**config.mk**
```make
export PLATFORM = sky130hd
export DESIGN_NAME = nine_bit_spi_ser
export DESIGN_NICKNAME = d
export VERILOG_FILES = /design/src/rtl/nbs_pkg.sv /design/src/rtl/nbs_datapath.sv /design/src/rtl/nbs_control.sv /design/src/rtl/nine_bit_spi_ser.sv
export SDC_FILE = /design/constraint.sdc
export NUM_CORES = 1
export LEC_CHECK = 0
export BUFFER_PORTS_ARGS = -buffer_cell sky130_fd_sc_hd__buf_2
export CAP_MARGIN = 40
export CORE_ASPECT_RATIO = 1.25
export CORE_MARGIN = 3
export CORE_UTILIZATION = 48
export CTS_CLUSTER_SIZE = 25
export DETAILED_ROUTE_END_ITERATION = 8
export GPL_ROUTABILITY_DRIVEN = 0
export PLACE_DENSITY = 0.81
export SLEW_MARGIN = 10
export SYNTH_ARGS = -nofsm -noshare
export SYNTH_HDL_FRONTEND = slang
export SYNTH_SLANG_ARGS = --single-unit
```
**constraint.sdc**
```tcl
create_clock -name clk -period 4.8 [get_ports clk]
set_clock_uncertainty 0.15 [all_clocks]
set_input_delay 0.24 -clock clk [delete_from_list [all_inputs] [get_ports clk]]
set_output_delay 0.24 -clock clk [all_outputs]
set_load 0.005 [all_outputs]
```
**src/rtl/nbs_pkg.sv**
```systemverilog
package nbs_pkg;

  typedef enum logic [1:0] {
    FR_WRITE = 2'd0,
    FR_FILL  = 2'd1,
    FR_REPLY = 2'd2
  } frameSel_e;

  typedef struct packed {
    logic      loadFrame;
    frameSel_e frameSel;
    logic      shiftOut;
    logic      sampleIn;
    logic      tickClr;
    logic      captureId;
  } ctlStrobes_t;

endpackage

```
**src/rtl/nbs_datapath.sv**
```systemverilog
module nbs_datapath
  import nbs_pkg::*;
#(
  parameter int DATA_W = 8,
  parameter int DIV_W  = 8
) (
  input  logic              clk,
  input  logic              rstN,
  input  logic [DIV_W-1:0]  clkDiv,
  input  logic              reqParam,
  input  logic              reqRead,
  input  logic [DATA_W-1:0] reqByte,
  input  ctlStrobes_t       strb,
  input  logic              miso,
  output logic              tick,
  output logic              lastBit,
  output logic              mosi,
  output logic [DATA_W-1:0] idByte
);
  localparam int WORD_W = DATA_W + 1;
  localparam int BCNT_W = $clog2(WORD_W + 1);

  logic [DIV_W-1:0]  divCnt;
  logic [WORD_W-1:0] txReg;
  logic [DATA_W-1:0] rxReg;
  logic [BCNT_W-1:0] bitsLeft;
  logic              wordFlag;

  assign tick     = (divCnt == clkDiv);
  assign lastBit  = (bitsLeft == BCNT_W'(1));
  assign mosi     = txReg[WORD_W-1];
  assign wordFlag = reqParam & ~reqRead;

  always_ff @(posedge clk or negedge rstN) begin
    if (!rstN) divCnt <= '0;
    else if (strb.tickClr || tick) divCnt <= '0;
    else divCnt <= divCnt + DIV_W'(1);
  end

  always_ff @(posedge clk or negedge rstN) begin
    if (!rstN) begin
      txReg    <= '0;
      bitsLeft <= '0;
    end else if (strb.loadFrame) begin
      case (strb.frameSel)
        FR_WRITE: begin
          txReg    <= {wordFlag, reqByte};
          bitsLeft <= BCNT_W'(WORD_W);
        end
        FR_FILL: begin
          txReg    <= '0;
          bitsLeft <= BCNT_W'(WORD_W);
        end
        default: begin
          txReg    <= '0;
          bitsLeft <= BCNT_W'(DATA_W);
        end
      endcase
    end else if (strb.shiftOut) begin
      txReg    <= {txReg[WORD_W-2:0], 1'b0};
      bitsLeft <= bitsLeft - BCNT_W'(1);
    end
  end

  always_ff @(posedge clk or negedge rstN) begin
    if (!rstN) rxReg <= '0;
    else if (strb.sampleIn) rxReg <= {rxReg[DATA_W-2:0], miso};
  end

  always_ff @(posedge clk or negedge rstN) begin
    if (!rstN) idByte <= '0;
    else if (strb.captureId) idByte <= rxReg;
  end

endmodule

```
**src/rtl/nbs_control.sv**
```systemverilog
module nbs_control
  import nbs_pkg::*;
(
  input  logic        clk,
  input  logic        rstN,
  input  logic        reqValid,
  input  logic        reqRead,
  input  logic        tick,
  input  logic        lastBit,
  output logic        reqReady,
  output logic        busy,
  output logic        done,
  output logic        csN,
  output logic        sck,
  output ctlStrobes_t strb
);
  typedef enum logic [2:0] {
    S_IDLE  = 3'd0,
    S_LOW   = 3'd1,
    S_HIGH  = 3'd2,
    S_TRAIL = 3'd3,
    S_GAP1  = 3'd4,
    S_GAP2  = 3'd5
  } state_e;

  state_e     st, stNext;
  logic       isRead, isReadNext;
  logic [1:0] frameIdx, frameIdxNext;
  logic       doneNext;

  assign reqReady = ~busy;

  always_comb begin
    strb         = '0;
    stNext       = st;
    isReadNext   = isRead;
    frameIdxNext = frameIdx;
    doneNext     = 1'b0;
    case (st)
      S_IDLE: if (reqValid) begin
        strb.loadFrame = 1'b1;
        strb.frameSel  = FR_WRITE;
        strb.tickClr   = 1'b1;
        isReadNext     = reqRead;
        frameIdxNext   = 2'd0;
        stNext         = S_LOW;
      end
      S_LOW: if (tick) begin
        strb.sampleIn = 1'b1;
        stNext        = S_HIGH;
      end
      S_HIGH: if (tick) begin
        if (lastBit) stNext = S_TRAIL;
        else begin
          strb.shiftOut = 1'b1;
          stNext        = S_LOW;
        end
      end
      S_TRAIL: if (tick) stNext = S_GAP1;
      S_GAP1:  if (tick) stNext = S_GAP2;
      S_GAP2: if (tick) begin
        if (isRead && frameIdx != 2'd2) begin
          strb.loadFrame = 1'b1;
          strb.frameSel  = (frameIdx == 2'd0) ? FR_FILL : FR_REPLY;
          frameIdxNext   = frameIdx + 2'd1;
          stNext         = S_LOW;
        end else begin
          strb.captureId = isRead;
          doneNext       = 1'b1;
          stNext         = S_IDLE;
        end
      end
      default: stNext = S_IDLE;
    endcase
  end

  always_ff @(posedge clk or negedge rstN) begin
    if (!rstN) begin
      st       <= S_IDLE;
      isRead   <= 1'b0;
      frameIdx <= 2'd0;
      busy     <= 1'b0;
      done     <= 1'b0;
      csN      <= 1'b1;
      sck      <= 1'b0;
    end else begin
      st       <= stNext;
      isRead   <= isReadNext;
      frameIdx <= frameIdxNext;
      busy     <= (stNext != S_IDLE);
      done     <= doneNext;
      csN      <= !(stNext == S_LOW || stNext == S_HIGH || stNext == S_TRAIL);
      sck      <= (stNext == S_HIGH);
    end
  end

endmodule

```
**src/rtl/nine_bit_spi_ser.sv**
```systemverilog
module nine_bit_spi_ser
  import nbs_pkg::*;
#(
  parameter int DATA_W = 8,
  parameter int DIV_W  = 8
) (
  input  logic              clk,
  input  logic              rstN,
  input  logic [DIV_W-1:0]  clkDiv,
  input  logic              reqValid,
  output logic              reqReady,
  input  logic              reqRead,
  input  logic              reqParam,
  input  logic [DATA_W-1:0] reqByte,
  output logic              busy,
  output logic              done,
  output logic [DATA_W-1:0] idByte,
  output logic              csN,
  output logic              sck,
  output logic              mosi,
  input  logic              miso
);
  ctlStrobes_t strb;
  logic        tick;
  logic        lastBit;

  nbs_control ctl_i (
    .clk(clk), .rstN(rstN), .reqValid(reqValid), .reqRead(reqRead),
    .tick(tick), .lastBit(lastBit), .reqReady(reqReady), .busy(busy),
    .done(done), .csN(csN), .sck(sck), .strb(strb)
  );

  nbs_datapath #(.DATA_W(DATA_W), .DIV_W(DIV_W)) dp_i (
    .clk(clk), .rstN(rstN), .clkDiv(clkDiv), .reqParam(reqParam),
    .reqRead(reqRead), .reqByte(reqByte), .strb(strb), .miso(miso),
    .tick(tick), .lastBit(lastBit), .mosi(mosi), .idByte(idByte)
  );

endmodule

```
## Word-level counts from Yosys, hierarchy flattened

Cells that the tools add are included.

- Bits in registers: 47
- Output and inout bits: 14
- Logic and storage cells: 85

- $add $sub $neg: 3
- Eq/ne operators: 15
- Multiplexer cells: 38
- Bitwise logic cells: 3
- Reductions and logical operators: 14

Operators by type and width:

| kind | number |
|---|---|
| two-way mux 3 bit | 9 |
| two-way mux 9 bit | 3 |
| one-hot mux 3 bit (6 select lines) | 1 |
| two-way mux 1 bit | 15 |
| == test 3 x 2 -> 1 bit, second input constant | 4 |
| two-way mux 2 bit | 5 |
| adder 8 x 1 -> 8 bit, second input constant | 1 |
| == test 8 bit | 1 |
| two-way mux 4 bit | 2 |
| two-way mux 8 bit | 1 |
| == test 3 x 1 -> 1 bit, second input constant | 2 |
| == test 3 bit, second input constant | 2 |
| one-hot mux 3 bit (2 select lines) | 1 |
| == test 4 x 1 -> 1 bit, second input constant | 1 |
| zero test 2 bit | 2 |
| inequality test 2 x 1 -> 1 bit, second input constant | 2 |
| inequality test 2 bit, second input constant | 2 |
| one-hot mux 2 bit (2 select lines) | 1 |
| AND reduction 4 bit | 1 |
| nonzero test 2 bit | 2 |
| subtractor 4 x 1 -> 4 bit, second input constant | 1 |
| zero test 3 bit | 1 |
| logical OR 1 bit | 3 |
| nonzero test 3 bit | 1 |
| other kinds (8) | 9 |

## Depth between registers and ports, before layout

Gate-level depths: netlist (run 1).

- Word-level depth: 9
- Mapped depth: 8
- Gate-level depth less buffers: 8

## By module

A second synthesis (run 1) with hierarchy kept.

- Cells, all modules: 205
- Area total of the unflattened synthesis: 2,329.7 um^2

Modules (own cells, without submodules):

| module | times used | cells an instance | area each (um^2) | seq. area each (um^2) |
|---|---|---|---|---|
| nbs_datapath | 1 | 147 | 1,754.2 | 925.9 |
| nbs_control | 1 | 58 | 575.6 | 251.5 |

## Worst setup path after synthesis (run 1)

No wires, ideal clock.

- Path kind: register to register
- Start: reg dp_i.divCnt[2]
- End: reg ctl_i.busy
- Data arrival time: 1.643 ns
- Required time: 4.519 ns
- Path slack: 2.876 ns
- Stages on the path, launching flop included: 7
- Path buffers: 0
- Clock period less this slack: 1.924 ns
- Path through: dfrtp_1 > xnor2_1 > nand4_1 > nor3_4 > mux2i_1 > inv_1 > or3_1

- Word-level cells in the longest chain between the ends: 4

Ends and longest elaborated chain:

| what | line | text |
|---|---|---|
| from (decl) | nbs_datapath.sv:23 | `logic [DIV_W-1:0] divCnt;` |
| from (signal assigned) | nbs_datapath.sv:37 | `else divCnt <= divCnt + DIV_W'(1);` |
| == test 8 bit (*) | nbs_datapath.sv:29 | `assign tick = (divCnt == clkDiv);` |
| two-way mux 3 bit, on equally long branches | -- |  |
| one-hot mux 3 bit (6 select lines) (*) | nbs_control.sv:39 | `case (st)` |
| via ctl_i.stNext[2] | nbs_control.sv:26 | `state_e st, stNext;` |
| nonzero test 3 bit (*) | nbs_control.sv:90 | `busy <= (stNext != S_IDLE);` |
| to (signal assigned) | nbs_control.sv:90 |  |
| to (decl) | nbs_control.sv:11 | `output logic busy,` |

The timed path passes the listed nets; every way through them passes the cells marked *.
A chain may end at the register's enable or synchronous reset.

## Worst setup path after layout (run 1)

- Start: reg dp_i.divCnt[1]
- End: reg dp_i.txReg[2]

- Word-level cells in the longest chain between the ends: 6

Ends and longest elaborated chain:

| what | line | text |
|---|---|---|
| == test 8 bit (*) | nbs_datapath.sv:29 |  |
| two-way mux 3 bit | nbs_control.sv:61 | `S_GAP2: if (tick) begin` |
| one-hot mux 3 bit (2 select lines) | nbs_control.sv:39 |  |
| zero test 2 bit | nbs_datapath.sv:45 | `case (strb.frameSel)` |
| two-way mux 9 bit | nbs_datapath.sv:45 |  |
| two-way mux 9 bit | nbs_datapath.sv:44 | `end else if (strb.loadFrame) begin` |
| to (signal assigned) | nbs_datapath.sv:47 | `txReg <= {wordFlag, reqByte};` |
| to (signal assigned) | nbs_datapath.sv:60 | `txReg <= {txReg[WORD_W-2:0], 1'b0};` |
| to (decl) | nbs_datapath.sv:24 | `logic [WORD_W-1:0] txReg;` |

Every way passes the cells marked *; elsewhere a longest branch is shown, timed or not.

==> flow_metrics.tcl, run 1 <==
set metrics [dict create \
    antennaDiodeCount 0 \
    root_buffer "clkbuf_8" \
    die_h_um 81.1 \
    ir_drop_v 0.000277 \
    viasPerCell 5.41 \
    startpoint "dp_i.divCnt[1]$_DFF_PN0_" \
    vias 1553 \
    grt_use_total 0.175 \
    cts_hold_buf 2 \
    fp.dieW_um 66.1 \
    cp_cell_sequence "xnor2_1, and4_1, nand2_2, o31a_1, nand2_1, a2bb2oi_1" \
    antenna_found_initial 0 \
    h-tree-depth 2 \
    yosysSeqAreaShare 0.543 \
    clkLatencyLatePin_ps 310 \
    syn-num-nets 215 \
    async_reset_ff_frac 1.00 \
    nets 257 \
    worst_slew_pin_slew_ps 480 \
    ys.flop_type "dfrtp_1" \
    portBuffers 35 \
    intPower_uw 757 \
    grt_first_pass_wirelength_um 7050 \
    rrSetupSlack_ps 2550 \
    path_clk_slew_ps 90 \
    p_sw_uw 334 \
    wire_per_inst_um 14.4 \
    synth_fa_ha_area_frac 0.0289 \
    synth_compound_area_frac 0.104 \
    slew_headroom 0.679 \
    status "complete, no violations" \
    yosysUniqueCellTypes 40 \
    critPathMaxFanout 15 \
    fin_cells 287 \
    arrival_ps 2320 \
    reg2reg_to "dp_i.txReg[2]$_DFFE_PN0P_" \
    crit_path_end_kind "flip-flop" \
    hp-class "primary input to flip-flop" \
    synth_top_area_frac 0.531 \
    io_pins 36 \
    post-place-ws_ps 2610 \
    rsz0062_at_grt "false" \
    cpMaxStageDelayCell "o31a_1" \
    synth_area_leaders "dfrtp_1 53%, mux2_2 8.3%, xnor2_1 4.8%, ha_1 2.9%, a2bb2oi_1 2.8%" \
    required_ps 4870 \
    cts_resized 0 \
    worstSetupPathDepth 6 \
    synth_xor_area_frac 0.0687 \
    setup_slack_ps 2550 \
    pwr-share-comb 0.221 \
    swShare 0.306 \
    synth_mux_area_frac 0.0923 \
    power_density_nw_per_um2 427 \
    yosys_warnings 0 \
    sequentialPowerShare 0.508 \
    cts_inserted_buffers 5 \
    max_freq_mhz 445 \
    period_needed_ps 2250 \
    reg2reg_from "dp_i.divCnt[1]$_DFF_PN0_" \
    cts_setup_buffers 0 \
    yosys.area.top_type "dfrtp_1" \
    synth-simple-area-share 0.140 \
    finalSetupTns_ps 0 \
    drv_slew 0 \
    avgSynthCellArea_sq_um 11.5 \
    finalCritPeriodShare 0.468 \
    grt-ovfl-total 0 \
    postRouteAntennaNets 0 \
    syn_inst 188 \
    setup_viol 0 \
    drtIter0Drc 52 \
    clk_path_buf_depth 2 \
    grt_pass1_vias 1551 \
    synth_area_sq_um 2170 \
    ys_ff_latch 47 \
    p_leak_nw 1.27 \
    drc 0 \
    start_kind "flip-flop" \
    tritoncts "yes" \
    clockPowerShare 0.271 \
    layout-drive-gt1-share 0.294 \
    crit_family "simple AND/OR/NAND/NOR gates" \
    start_util 0.513 \
    synthToLayoutAreaGrowth_pct 17.9 \
    r2r.worst_path.cells 6 \
    cp-endpoint "dp_i.txReg[2]$_DFFE_PN0P_" \
    coreArea_sq_um 4230 \
    crit_buf_inv 0 \
    cts_sinks 47 \
    dp_hpwl_um 3080 \
    crit_type "flip-flop to flip-flop" \
    row_count 26 \
    dieArea_sq_um 5360 \
    grt_max_degree 32 \
    dp_cells 277 \
    hold_violations 0 \
    drv_cap 0 \
    first_pass_iters 4 \
    wirelength_um 4130 \
    synth_edf_count 0 \
    max_stage_delay_ps 470 \
    synth_top_family_by_area "simple AND/OR/NAND/NOR gates" \
]
Yosys cell counts (2+ instances only):
cell type / number
nor4_1: 2
inv_1: 10
xnor2_1: 12
dfrtp_1: 46
nor2b_1: 2
xor2_1: 5
o21ai_1: 2
nand2_1: 14
nand3_1: 6
mux2_2: 16
nand4_1: 3
and3_1: 4
mux2i_1: 2
nor3_1: 5
ha_1: 5
a21oi_1: 3
o21ai_0: 9
nor2_1: 11
a2bb2oi_1: 7
and4_1: 2
buf_2: 2
nand2_2: 2
state kept, by name, indices dropped and copies added, names as in the netlist:
register / cells
dp_i.rxReg: 8
ctl_i.st: 3
ctl_i.sck: 1
dp_i.divCnt: 8
ctl_i.done: 1
dp_i.idByte: 8
ctl_i.csN: 1
ctl_i.isRead: 1
dp_i.bitsLeft: 4
dp_i.txReg: 9
ctl_i.frameIdx: 2
ctl_i.busy: 1
metal layers:
layer / GRT usage / share of wire / vias to the layer above
met2: 0.285 / 0.51 / 45
li1: - / - / 748
met4: 0.0996 / 0.021 / 0
met1: 0.216 / 0.42 / 750
met3: 0.0332 / 0.049 / 10
met5: 0 / 0 / -
layout make-up:
class | count | area [sq um]
inverters | 10 | 37.5
clock buffers | 5 | 68.8
multi-input cells | 128 | 940
fillers | 355 | 1670
well taps | 56 | 70.1
flip-flops and latches | 47 | 1180
repair buffers | 38 | 215
clock inverters | 3 | 47.5
how the worst min path moves through the flow:
stage | from | to | slack [ps] | depth (start not counted)
after CTS | miso | dp_i.rxReg[0]$_DFFE_PN0P_ | 10 | 2
after detailed placement | rstN | dp_i.idByte[3]$_DFFE_PN0P_ | 40 | 1
after global placement | rstN | dp_i.idByte[3]$_DFFE_PN0P_ | 310 | 1
after floorplan | rstN | ctl_i.busy$_DFF_PN0_ | -210 | 0
final | miso | dp_i.rxReg[0]$_DFFE_PN0P_ | 20 | 2
after global routing | reqByte[5] | dp_i.txReg[5]$_DFFE_PN0P_ | 3 | 3
power by group through the flow:
stage	registers [mW]	clock network, mW	logic, mW
global placement	0.557	0	0.227
detailed placement	0.561	0	0.240
global route	0.564	0.323	0.273
floorplan	0.543	0	0.177
CTS	0.555	0.305	0.245
finish	0.554	0.296	0.241
cells in the final DEF (no fill, tap or decap), drive strengths merged, types with 7 or more instances in the layout:
cell type / instances
a2bb2oi: 7
inv: 11
dfrtp: 46
nor2: 11
xnor2: 12
mux2: 16
buf: 36
o21ai: 11
nand2: 16
per-stage QoR:
stage / power [mW] / utilization / hold WS, ps / area [sq um]
after CTS: 1.10 / 0.604 / 9.62 / 2560
after global placement: 0.784 / 0.567 / 307 / 2400
final: 1.09 / 0.604 / 17.0 / 2560
after floorplan: 0.720 / - / -206 / 2170
after global routing: 1.16 / 0.604 / 2.76 / 2560
after detailed placement: 0.801 / 0.572 / 41.7 / 2420
cell families (layout without fill, tap and decap cells):
| kind of cell | count (synthesis) | after routing |
|---|---|---|
| and+or+nand+nor | 57 | 57 |
| muxes | 18 | 18 |
| xor gates and xnor gates | 17 | 17 |
| AOI/OAI and AO/OA | 31 | 31 |
| buffers and inverters | 13 | 56 |
| DFF | 47 | 47 |
| adders and majority gates | 5 | 5 |
Power figures use the tool's default switching activity.
==> run 2: changes to the inputs <==
Settings changed: PLACE_DENSITY 0.81 to 0.83.
Clock period 4.8 ns to 1.8 ns, I/O delays scaled along.
==> flow_metrics.tcl, run 2 (synthesis gave the netlist of run 1 again) <==
set metrics [dict create \
    layout-drive-gt1-share 0.531 \
    synthToLayoutAreaGrowth_pct 52.0 \
    grt_pass1_vias 1945 \
    post-place-ws_ps -231 \
    h-tree-depth 2 \
    cp_cell_sequence "xnor2_2, buf_4, and4_4, nand2_4, o31a_1, buf_6, a32o_1" \
    final_common_cell "dfrtp_1" \
    required_ps 1850 \
    setup_viol 38 \
    cpMaxStageDelayCell "dfrtp_1" \
    wirelength_um 5910 \
    worst_slew_pin_slew_ps 591 \
    drc 0 \
    cp-endpoint "dp_i.txReg[0]$_DFFE_PN0P_" \
    cts_sinks 47 \
    grt_use_total 0.211 \
    status "finished with violations" \
    startpoint "dp_i.divCnt[0]$_DFF_PN0_" \
    crit_buf_inv 2 \
    grt_first_pass_wirelength_um 8650 \
    rsz0062_at_grt "true" \
    crit_family "compound AO/OA/AOI/OAI gates" \
    start_util 0.513 \
    arrival_ps 2150 \
    reg2reg_from "dp_i.divCnt[0]$_DFF_PN0_" \
    crit_type "flip-flop to flip-flop" \
    clkLatencyLatePin_ps 310 \
    utilization 0.780 \
    antennaDiodeCount 0 \
    worstSetupPathDepth 7 \
    r2r.worst_path.cells 7 \
    io_pins 36 \
    antenna_found_initial 0 \
    max_stage_delay_ps 440 \
    fp.dieW_um 66.1 \
    period_needed_ps 2100 \
    crit_path_end_kind "flip-flop" \
    fill_cells 252 \
    final_cell_mix "46 x dfrtp_1, 37 x buf_4, 35 x buf_2" \
    wire_per_inst_um 17.3 \
    grt-ovfl-total 0 \
    power_density_nw_per_um2 1040 \
    critPathMaxFanout 8 \
    start_kind "flip-flop" \
    dp_hpwl_um 3410 \
    die_h_um 81.1 \
    largest_reg_flops 9 \
    postRouteAntennaNets 0 \
    path_clk_slew_ps 100 \
    cts_inserted_buffers 5 \
    p_leak_nw 1.64 \
    drv_cap 0 \
    coreArea_sq_um 4230 \
    vias 1882 \
    max_freq_mhz 476 \
    violations "negative setup slack" \
    row_count 26 \
    portBuffers 35 \
    drtIter0Drc 140 \
    reg2reg_to "dp_i.txReg[0]$_DFFE_PN0P_" \
    viasPerCell 5.50 \
    slew_headroom 0.606 \
    hp-class "primary input to flip-flop" \
    drv_slew 0 \
    dieArea_sq_um 5360 \
    finalCritPeriodShare 1.17 \
    setup_slack_ps -303 \
    clk_path_buf_depth 2 \
    nets 312 \
    hold_violations 0 \
    tritoncts "yes" \
    ir_drop_v 0.000771 \
    largest_register "dp_i.txReg" \
    root_buffer "clkbuf_8" \
    grt_max_degree 48 \
    rrSetupSlack_ps -300 \
    first_pass_iters 4 \
]
## run 2: metrics by stage
step | TNS, ps | cells | hold WS, ps | power [mW] | cell area (sq um)
after floorplan | -931 | 188 | -356 | 1.92 | 2170
after global placement | -2970 | 313 | 59.1 | 2.32 | 2690
after detailed placement | -4840 | 313 | 64.7 | 2.37 | 2690
after CTS | -2950 | 335 | 19.2 | 3.22 | 3040
after global routing | -9860 | 342 | 47.9 | 3.60 | 3300
final | -7550 | 342 | 36.6 | 3.43 | 3300
## run 2: final cells by class
class                           count  area (sq um)  area share
Inverter                           10          37.5      0.0114
Clock buffer                        5          68.8      0.0209
Tap cell                           56          70.1      0.0213
Sequential cell                    47          1180       0.357
Timing Repair Buffer               93           693       0.210
Multi-Input combinational cell    128          1220       0.371
Clock inverter                      3          27.5     0.00835
## run 2: tightest hold or removal path, cell delays in order
cell      delay, ps
buf_2           100
a21oi_1         200
a211oi_2         70
## run 2: what timing repair did
item                                   4_1_cts  5_1_grt
gates resized for setup                     21       50
pin swaps                                    7       18
buffers inserted                             4        9
endpoints found under the hold margin       56        0
hold buffers                                11        0
setup endpoints to repair                   37       37
## run 2: metal layers
layer	up-vias	GRT usage	share of wire
met5	-	0	0
met4	0	0.0874	0.026
met3	13	0.0318	0.047
met2	69	0.385	0.55
met1	940	0.242	0.38
li1	860	-	-
## run 2: worst min-delay path by stage
| stage | startpoint | endpoint | slack [ps] | cells past startpoint |
|---|---|---|---|---|
| after floorplan | rstN | ctl_i.busy$_DFF_PN0_ | -360 | 0 |
| after CTS | reqParam | dp_i.txReg[8]$_DFFE_PN0P_ | 20 | 3 |
| after global placement | rstN | dp_i.divCnt[7]$_DFF_PN0_ | 60 | 2 |
| after detailed placement | rstN | dp_i.divCnt[7]$_DFF_PN0_ | 60 | 2 |
| final | reqParam | dp_i.txReg[8]$_DFFE_PN0P_ | 40 | 3 |
| after global routing | reqParam | dp_i.txReg[8]$_DFFE_PN0P_ | 50 | 3 |
## run 2: power breakdown
part           leakage [nW]  total (mW)  internal [mW]  switching, mW
Sequential            0.613        1.49           1.28          0.213
Combinational         0.983        1.25          0.683          0.570
Clock                0.0467       0.688          0.288          0.399
==> run 3: changes to the inputs <==
Settings changed: PLACE_DENSITY 0.83 to 0.81.
Clock period 1.8 ns to 2.4 ns, I/O delays scaled along.
==> flow_metrics.tcl, run 3 (synthesis gave the netlist of run 1 again) <==
set metrics [dict create \
    wire_per_inst_um 14.2 \
    nets 268 \
    first_pass_iters 4 \
    critPathMaxFanout 8 \
    status "complete, no violations" \
    largest_reg_flops 9 \
    drtIter0Drc 77 \
    fill_cells 367 \
    dieArea_sq_um 5360 \
    setup_viol 0 \
    tritoncts "yes" \
    max_stage_delay_ps 440 \
    wirelength_um 4230 \
    vias 1588 \
    hold_violations 0 \
    grt_max_degree 25 \
    start_util 0.513 \
    portBuffers 35 \
    cts_inserted_buffers 5 \
    antenna_found_initial 0 \
    drv_cap 0 \
    period_needed_ps 2200 \
    arrival_ps 2250 \
    worst_slew_pin_slew_ps 512 \
    path_clk_slew_ps 90 \
    antennaDiodeCount 0 \
    synthToLayoutAreaGrowth_pct 22.2 \
    coreArea_sq_um 4230 \
    cpMaxStageDelayCell "dfrtp_1" \
    clk_path_buf_depth 2 \
    clkLatencyLatePin_ps 310 \
    finalSetupTns_ps 0 \
    hp-class "primary input to flip-flop" \
    setup_slack_ps 201 \
    h-tree-depth 2 \
    row_count 26 \
    cts_sinks 47 \
    root_buffer "clkbuf_8" \
    slew_headroom 0.659 \
    multi_input_area_sq_um 940 \
    grt_first_pass_wirelength_um 7200 \
    holdCritStartpoint "reqParam" \
    fp.dieW_um 66.1 \
    drv_slew 0 \
    finalCritPeriodShare 0.916 \
    postRouteAntennaNets 0 \
    viasPerCell 5.33 \
    layout-drive-gt1-share 0.289 \
    start_kind "flip-flop" \
    rsz0062_at_grt "false" \
    grt-ovfl-total 0 \
    seqCellArea_sq_um 1180 \
    power_density_nw_per_um2 825 \
    cts_setup_buffers 0 \
    io_pins 36 \
    startpoint "dp_i.divCnt[4]$_DFF_PN0_" \
    required_ps 2450 \
    max_freq_mhz 455 \
    cts_hold_buf 11 \
    reg2reg_from "dp_i.divCnt[4]$_DFF_PN0_" \
    final_common_cell "dfrtp_1" \
    cts_resized 0 \
    grt_pass1_vias 1683 \
    p_leak_nw 1.32 \
    final_cell_mix "46 x dfrtp_1, 35 x buf_2, 16 x mux2_2" \
    drc 0 \
    crit_path_end_kind "flip-flop" \
    cp_cell_sequence "xnor2_1, nand4_1, nor3_4, nand4_2, mux2_2" \
    grt_use_total 0.180 \
    post-place-ws_ps 183 \
    dp_hpwl_um 3020 \
    ir_drop_v 0.000489 \
    largest_register "dp_i.txReg" \
    die_h_um 81.1 \
    crit_type "flip-flop to flip-flop" \
]
-- run 3: cell count changes in the layout (fill, tap and decap cells not counted), moves of 3 or more --
cell	before	now
a2bb2oi_2	3	0
a2bb2oi_1	4	7
xnor2_2	8	0
nand2_1	11	14
o21ai_0	2	9
buf_6	8	0
buf_4	37	3
o21ai_2	7	0
xnor2_1	3	12
-- run 3: critical path: cells and delay by family, from the launching register on --
| kind | cells | cell delay (ps) |
|---|---|---|
| xor gates and xnor gates | 1 | 210 |
| DFF | 1 | 440 |
| muxes | 1 | 360 |
| and+or+nand+nor | 3 | 930 |
-- run 3: power by group --
part           switching (mW)  leakage (nW)  total (mW)  internal, mW
Clock                   0.266        0.0612       0.603         0.337
Sequential              0.144         0.613        1.10         0.956
Combinational           0.234         0.644       0.485         0.250
-- run 3: final cells by class --
class / count / area share
Clock inverter: 2 / 0.0132
Timing Repair Buffer: 49 / 0.116
Inverter: 10 / 0.0142
Multi-Input combinational cell: 128 / 0.355
Clock buffer: 6 / 0.0312
Sequential cell: 47 / 0.444
Tap cell: 56 / 0.0264
-- run 3: worst paths after layout --
kind / endpoint / slack (ps) / depth (start not counted)
min: dp_i.txReg[8]$_DFFE_PN0P_ / 20 / 3
max reg2reg: dp_i.idByte[4]$_DFFE_PN0P_ / 200 / 5
min in group asynchronous: dp_i.idByte[4]$_DFFE_PN0P_ / 160 / 2
min reg2reg: ctl_i.frameIdx[0]$_DFFE_PN0P_ / 360 / 1
max: dp_i.idByte[4]$_DFFE_PN0P_ / 200 / 5
max in group asynchronous: dp_i.bitsLeft[3]$_DFFE_PN0P_ / 1240 / 3
-- run 3: metal layers --
metal	track usage	vias up	routed length [um]
met2	0.304	40	2090
met5	0	-	0
li1	-	770	-
met3	0.0512	12	195
met4	0.0833	0	111
met1	0.209	766	1830
-- run 3: metrics by stage --
step	hold slack, ps	power [mW]	instances	cell area (sq um)	utilization
6_report	21.7	2.19	298	2650	0.627
5_1_grt	44.1	2.33	298	2650	0.627
4_1_cts	9.22	2.21	298	2650	0.627
3_5_place_dp	-24.3	1.59	279	2420	0.573
3_3_place_gp	-27.3	1.57	279	2420	0.573
2_1_floorplan	-326	1.44	188	2170	-
